[src/rtl/cfg_bank_pkg.sv]
package cfg_bank_pkg;

  localparam logic [7:0] IDX_LDN     = 8'h07;
  localparam logic [7:0] IDX_ID      = 8'h20;
  localparam logic [7:0] IDX_ACT     = 8'h30;
  localparam logic [7:0] IDX_BASE_HI = 8'h60;
  localparam logic [7:0] IDX_BASE_LO = 8'h61;
  localparam logic [7:0] IDX_IRQ_A   = 8'h70;
  localparam logic [7:0] IDX_IRQ_B   = 8'h72;
  localparam logic [7:0] IDX_DMA     = 8'h74;
  localparam logic [7:0] IDX_MODE0   = 8'hF0;
  localparam logic [7:0] IDX_MODE1   = 8'hF1;

  typedef enum logic [3:0] {
    F_BASE_HI, F_BASE_LO, F_IRQ_A, F_IRQ_B, F_DMA,
    F_MODE0, F_MODE1, F_ACT, F_NONE
  } field_e;

  typedef struct packed {
    logic [7:0] base_hi;
    logic [7:0] base_lo;
    logic [7:0] irq_a;
    logic [7:0] irq_b;
    logic [7:0] dma;
    logic [7:0] mode0;
    logic [7:0] mode1;
    logic       act;
  } dev_cfg_t;

  function automatic field_e decode_index(logic [7:0] idx);
    case (idx)
      IDX_BASE_HI: return F_BASE_HI;
      IDX_BASE_LO: return F_BASE_LO;
      IDX_IRQ_A:   return F_IRQ_A;
      IDX_IRQ_B:   return F_IRQ_B;
      IDX_DMA:     return F_DMA;
      IDX_MODE0:   return F_MODE0;
      IDX_MODE1:   return F_MODE1;
      IDX_ACT:     return F_ACT;
      default:     return F_NONE;
    endcase
  endfunction

  function automatic logic [7:0] field_value(dev_cfg_t c, field_e f);
    case (f)
      F_BASE_HI: return c.base_hi;
      F_BASE_LO: return c.base_lo;
      F_IRQ_A:   return c.irq_a;
      F_IRQ_B:   return c.irq_b;
      F_DMA:     return c.dma;
      F_MODE0:   return c.mode0;
      F_MODE1:   return c.mode1;
      F_ACT:     return {7'd0, c.act};
      default:   return 8'h00;
    endcase
  endfunction

endpackage

[src/rtl/cfg_key_ctrl.sv]
module cfg_key_ctrl
  import cfg_bank_pkg::*;
#(
  parameter int         LDN_W     = 3,
  parameter logic [7:0] ENTER_KEY = 8'h55,
  parameter logic [7:0] EXIT_KEY  = 8'hAA
) (
  input  logic             clk_i,
  input  logic             rst_ni,
  input  logic             wr_idx_i,
  input  logic             wr_dat_i,
  input  logic [7:0]       wdata_i,
  output logic             cfg_mode_o,
  output logic [7:0]       index_o,
  output logic [LDN_W-1:0] ldn_o
);

  always_ff @(posedge clk_i or negedge rst_ni) begin
    if (!rst_ni) begin
      cfg_mode_o <= 1'b0;
      index_o    <= 8'h00;
      ldn_o      <= '0;
    end else begin
      if (wr_idx_i) begin
        if (!cfg_mode_o) begin
          if (wdata_i == ENTER_KEY) cfg_mode_o <= 1'b1;
        end else if (wdata_i == EXIT_KEY) begin
          cfg_mode_o <= 1'b0;
        end else begin
          index_o <= wdata_i;
        end
      end
      if (wr_dat_i && cfg_mode_o && index_o == IDX_LDN)
        ldn_o <= wdata_i[LDN_W-1:0];
    end
  end

  assert_enter_key_R1: assert property (@(posedge clk_i) disable iff (!rst_ni)
    (wr_idx_i && !cfg_mode_o && wdata_i == ENTER_KEY) |=> cfg_mode_o);

  assert_exit_key_R2: assert property (@(posedge clk_i) disable iff (!rst_ni)
    (wr_idx_i && cfg_mode_o && wdata_i == EXIT_KEY) |=> (!cfg_mode_o && $stable(index_o)));

  assert_locked_hold_R3: assert property (@(posedge clk_i) disable iff (!rst_ni)
    (!cfg_mode_o && (wr_idx_i || wr_dat_i)) |=> ($stable(index_o) && $stable(ldn_o)));

endmodule

[src/rtl/cfg_dev_slot.sv]
module cfg_dev_slot
  import cfg_bank_pkg::*;
(
  input  logic       clk_i,
  input  logic       rst_ni,
  input  logic       we_i,
  input  field_e     field_i,
  input  logic [7:0] wdata_i,
  output dev_cfg_t   cfg_o
);

  always_ff @(posedge clk_i or negedge rst_ni) begin
    if (!rst_ni) begin
      cfg_o <= '0;
    end else if (we_i) begin
      case (field_i)
        F_BASE_HI: cfg_o.base_hi <= wdata_i;
        F_BASE_LO: cfg_o.base_lo <= wdata_i;
        F_IRQ_A:   cfg_o.irq_a   <= wdata_i;
        F_IRQ_B:   cfg_o.irq_b   <= wdata_i;
        F_DMA:     cfg_o.dma     <= wdata_i;
        F_MODE0:   cfg_o.mode0   <= wdata_i;
        F_MODE1:   cfg_o.mode1   <= wdata_i;
        F_ACT:     cfg_o.act     <= wdata_i[0];
        default:   ;
      endcase
    end
  end

  assert_act_capture_R8: assert property (@(posedge clk_i) disable iff (!rst_ni)
    (we_i && field_i == F_ACT) |=> (cfg_o.act == $past(wdata_i[0])));

  assert_slot_hold_R7: assert property (@(posedge clk_i) disable iff (!rst_ni)
    !we_i |=> $stable(cfg_o));

endmodule

[src/rtl/cfg_port_bank.sv]
module cfg_port_bank
  import cfg_bank_pkg::*;
#(
  parameter int         NUM_DEV   = 8,
  parameter logic [7:0] DEV_ID    = 8'h40,
  parameter logic [7:0] ENTER_KEY = 8'h55,
  parameter logic [7:0] EXIT_KEY  = 8'hAA
) (
  input  logic                  clk_i,
  input  logic                  rst_ni,
  input  logic                  wr_en_i,
  input  logic                  addr_i,
  input  logic [7:0]            wdata_i,
  output logic [7:0]            rdata_o,
  output logic                  cfg_mode_o,
  output logic [NUM_DEV-1:0]    dev_valid_o,
  output logic [NUM_DEV*16-1:0] dev_base_o,
  output logic [NUM_DEV*8-1:0]  dev_irq_a_o,
  output logic [NUM_DEV*8-1:0]  dev_irq_b_o,
  output logic [NUM_DEV*8-1:0]  dev_dma_o,
  output logic [NUM_DEV*16-1:0] dev_mode_o
);

  localparam int LDN_W = (NUM_DEV > 1) ? $clog2(NUM_DEV) : 1;

  logic             wr_idx, wr_dat;
  logic [7:0]       index;
  logic [LDN_W-1:0] ldn;
  field_e           field;
  logic [NUM_DEV-1:0] dev_we;
  dev_cfg_t         regs [NUM_DEV];
  dev_cfg_t         sel_cfg;

  assign wr_idx = wr_en_i && !addr_i;
  assign wr_dat = wr_en_i && addr_i && cfg_mode_o;
  assign field  = decode_index(index);

  cfg_key_ctrl #(
    .LDN_W(LDN_W), .ENTER_KEY(ENTER_KEY), .EXIT_KEY(EXIT_KEY)
  ) u_key (
    .clk_i(clk_i), .rst_ni(rst_ni), .wr_idx_i(wr_idx), .wr_dat_i(wr_dat),
    .wdata_i(wdata_i), .cfg_mode_o(cfg_mode_o), .index_o(index), .ldn_o(ldn)
  );

  for (genvar n = 0; n < NUM_DEV; n++) begin : g_dev
    assign dev_we[n] = wr_dat && (field != F_NONE) && (ldn == LDN_W'(n));

    cfg_dev_slot u_slot (
      .clk_i(clk_i), .rst_ni(rst_ni), .we_i(dev_we[n]), .field_i(field),
      .wdata_i(wdata_i), .cfg_o(regs[n])
    );

    assign dev_valid_o[n]         = regs[n].act;
    assign dev_base_o[16*n +: 16] = {regs[n].base_hi, regs[n].base_lo};
    assign dev_irq_a_o[8*n +: 8]  = regs[n].irq_a;
    assign dev_irq_b_o[8*n +: 8]  = regs[n].irq_b;
    assign dev_dma_o[8*n +: 8]    = regs[n].dma;
    assign dev_mode_o[16*n +: 16] = {regs[n].mode1, regs[n].mode0};
  end

  // out-of-range selection (NUM_DEV not a power of two) reads as zero
  always_comb begin
    sel_cfg = '0;
    for (int n = 0; n < NUM_DEV; n++)
      if (ldn == LDN_W'(n)) sel_cfg = regs[n];
  end

  always_comb begin
    if (!cfg_mode_o)            rdata_o = 8'hFF;
    else if (index == IDX_LDN)  rdata_o = 8'(ldn);
    else if (index == IDX_ID)   rdata_o = DEV_ID;
    else                        rdata_o = field_value(sel_cfg, field);
  end

  assert_one_writer_R7: assert property (@(posedge clk_i) disable iff (!rst_ni)
    $onehot0(dev_we));

  assert_locked_read_R3: assert property (@(posedge clk_i) disable iff (!rst_ni)
    !cfg_mode_o |-> (rdata_o == 8'hFF));

  assert_locked_no_write_R3: assert property (@(posedge clk_i) disable iff (!rst_ni)
    (!cfg_mode_o && wr_en_i && addr_i) |=>
      ($stable(dev_base_o) && $stable(dev_mode_o) && $stable(dev_valid_o) &&
       $stable(dev_irq_a_o) && $stable(dev_irq_b_o) && $stable(dev_dma_o)));

endmodule

[config.mk]
export PLATFORM = sky130hd
export DESIGN_NAME = cfg_port_bank
export DESIGN_NICKNAME = d
export VERILOG_FILES = /design/src/rtl/cfg_bank_pkg.sv /design/src/rtl/cfg_key_ctrl.sv /design/src/rtl/cfg_dev_slot.sv /design/src/rtl/cfg_port_bank.sv
export SDC_FILE = /design/constraint.sdc
export NUM_CORES = 1
export LEC_CHECK = 0
export CAP_MARGIN = 20
export CORE_ASPECT_RATIO = 0.6
export CORE_MARGIN = 2
export CORE_UTILIZATION = 55
export CTS_CLUSTER_DIAMETER = 30
export DETAILED_ROUTE_END_ITERATION = 10
export PLACE_DENSITY = 0.86
export SETUP_SLACK_MARGIN = 0.15
export SYNTH_ARGS = -nofsm -noshare
export SYNTH_HDL_FRONTEND = slang
export SYNTH_SLANG_ARGS = --single-unit
export TNS_END_PERCENT = 1
[constraint.sdc]
create_clock -name clk_i -period 3.5 [get_ports clk_i]
set_input_delay 0.525 -clock clk_i [delete_from_list [all_inputs] [get_ports clk_i]]
set_output_delay 0.525 -clock clk_i [all_outputs]
set_load 0.01 [all_outputs]
==> results.txt <==
Tot GR Track Use: 41.07%
most frequent cell after synthesis: mux2_2
clock latency on the worst-skew pair: 590 ps
Final Hold Fails: 3
# hold bufs at CTS: 0
clock sinks: 468
drc violations: 0
met2 usage: 64.14%
Synth top cells by count: mux2_2 (490), dfrtp_1 (468), clkbuf_1 (75)
final WL: 86110 um
Iteration-0 DRC Markers: 1983
Top FF cell, synth: dfrtp_1
Critical Setup Path Class: reg2out
met1 Use GR: 54.78%
Avg Inst Size Synth: 14.13 um^2
Post-synth ARST share: 100.0%
number of global-route vias before repair: 18490
Worst VDD drop: 0.3435 mV
run status: complete, but fails checks
largest net degree at the start of global routing: 103
IO Count: 477
Die H: 159.1 um
placed cell area: 0.02785 mm^2
violated checks: hold timing, setup timing
Clock Tree Root: clkbuf_16
WP data arrival: 3310 ps
clk buf depth: 3
post-layout minimum cycle time: 3832 ps
post-route cell area: 0.03056 mm^2
Port Buffers: 476
Max Cap Viol: 0
EDFF count, synth: 0
DP Wirelength: 59580 um
share of cells above drive strength 1: 41.23%
Hold WS: -5.305 ps
DR vias/cell: 6.627
Post-Syn Area: 0.02205 mm^2
post-synth top area share: 53.11%
syn_nets: 1572
Mapped Cells: 1560
FP Rows: 56
HP Class: in2async
Yosys warnings: 0
Antenna diodes: 0
Final setup violation count: 8
sequential area share after synthesis: 53.11%
remaining global-route overflow: 0
multi-input combinational cell area: 0.009937 mm^2
cells along the critical path: buf_12, buf_6, mux2_2, a221oi_2, o311ai_0, a222oi_1, nand4_1, buf_2
GR peak layer: met2
Routed WL per cell: 32.09 um
Fillers: 2332
Critical Path Sink Type: primary output
antenna-violating nets left: 0
RSZ-0062 raised after global routing: true
first-pass GRT wire length: 127100 um
Worst Tran Pin Value: 944.9 ps
Clock transition at path regs: 60 ps
Global Route met3 Usage: 12.36%
Rel. slew slack: 37.01%
Slowest cell on crit path: a222oi_1
Slew Limit Fails: 0
min setup slack post-route: -331.8 ps
Critical Path Fanout Max: 8
Detailed Routing Iterations Pass 1: 5
initial antenna violation count: 1
GPL Wtd Cong: 1.045
nets: 2119
Initial Util: 56.10%
library cells used by synthesis: 69
CTS tree: yes
CTS H-tree depth: 3
Synth area leader: dfrtp_1
Crit path required time: 2970 ps
Tcrit/Tclk final: 109.5%
Leakage: 13.78 nW
P per Cell Area: 424.4 mW/mm^2
Power, Total: 12.97 mW
area occupied by registers: 0.01172 mm^2
clk_skew: 21.00 ps
max frequency: 261.0 MHz
synth top area cells: dfrtp_1 (53%), mux2_2 (25%), mux4_2 (6.1%)
critical path's largest stage delay: 590 ps
Core Box Area: 0.03931 mm^2
Area growth syn-to-layout: 38.61%
die footprint: 0.04176 mm^2
vias post-DR: 17780
Inserted Clock Buffers: 70
#FFs+latches synth: 468
CP Launch Type: flip-flop
Die Width: 262.5 um
-- registers in the layout, summed over array words and instances, names as in the netlist --
| register | cells |
|---|---|
| g_dev.u_slot.cfg_o | 456 |
| u_key.cfg_mode_o | 1 |
| u_key.index_o | 8 |
| u_key.ldn_o | 3 |
-- layout make-up --
class                      count  area share (%)
clock buffer                  87           6.439
clock inverter                39           1.412
multi-input combinational    967           32.51
tap                          522           2.137
timing repair buffer         596           19.11
inverter                       4         0.04912
sequential                   468           38.35
-- report_power, final --
part | leakage (nW) | internal (mW) | switching, mW | total [mW]
Combinational | 6.09 | 0.0873 | 0.288 | 0.375
Clock | 1.16 | 4.42 | 2.71 | 7.13
Sequential | 6.53 | 5.43 | 0.0404 | 5.47
-- critical path, delay by kind of cell, from the launching register on --
family / cells / cell delay (ps)
DFF: 1 / 530
AOI/OAI and AO/OA: 3 / 1020
buffers and inverters: 3 / 530
and+or+nand+nor: 1 / 280
muxes: 1 / 350
-- layout by cell type, fill, tap and decap left out, types with 8 or more instances in the layout --
cell / n
buf_12: 14
inv_6: 8
o21ai_0: 26
nor2_1: 30
a21oi_1: 15
mux4_2: 60
o22ai_1: 15
buf_2: 14
dfrtp_1: 465
nand4_1: 11
nor2_2: 17
clkbuf_16: 72
o311ai_0: 11
mux2i_1: 47
clkbuf_8: 11
nand2_1: 69
clkdlybuf4s50_1: 459
nand2_2: 16
a221oi_1: 21
mux2_2: 491
a221oi_2: 9
nand3_1: 8
buf_4: 98
clkinvlp_4: 8
-- cell families (layout without fill, tap and decap cells) --
group	Yosys count	in the layout	synth area share [%]
multiplexers	608	608	33.81
flip-flops	468	468	53.11
AO/OA/AOI/OAI	147	147	4.965
buffers and inverters	125	726	2.650
AND/OR/NAND/NOR	212	212	5.459
-- timing repair --
| action | CTS | global route |
|---|---|---|
| cloned | 1 | 0 |
| pin swaps | 14 | 9 |
| resized for setup | 62 | 8 |
| setup endpoints to repair | 8 | 8 |
| setup buffers | 8 | 6 |
-- per-layer routing --
layer | up-vias | part of all wire (%)
met5 | - | 0.010
met4 | 2 | 4.0
met3 | 255 | 12
met2 | 1339 | 46
met1 | 9187 | 38
li1 | 6997 | -
-- metrics by stage --
stage,std cells,hold slack [ps],TNS (ps),setup slack (ps),utilization (%)
global route,2683,67.78,-2159,-357.5,77.76
CTS,2677,45.63,-1560,-244.2,77.57
floorplan,1560,229.4,0,900.6,-
global placement,2542,507.9,-674.1,-465.9,70.85
finish,2683,-5.305,-1862,-331.8,77.76
detailed placement,2542,517.3,-690.1,-485.2,70.85
-- final timing paths --
kind                       slack (ps)  cells after the start                         to                     start
setup / recovery                 -330                      8                 rdata_o[3]            u_key.ldn_o[0]
hold / removal                     -5                      1  g_dev[1].u_slot.cfg_o[19]                    rst_ni
setup reg to reg                  220                      8  g_dev[7].u_slot.cfg_o[27]            u_key.ldn_o[0]
hold reg to reg                   530                      1   g_dev[7].u_slot.cfg_o[3]  g_dev[7].u_slot.cfg_o[3]
max in group asynchronous        2520                      2  g_dev[1].u_slot.cfg_o[51]                    rst_ni
min in group clk_i                440                      5           u_key.cfg_mode_o                wdata_i[6]
Power figures use the tool's default switching activity.
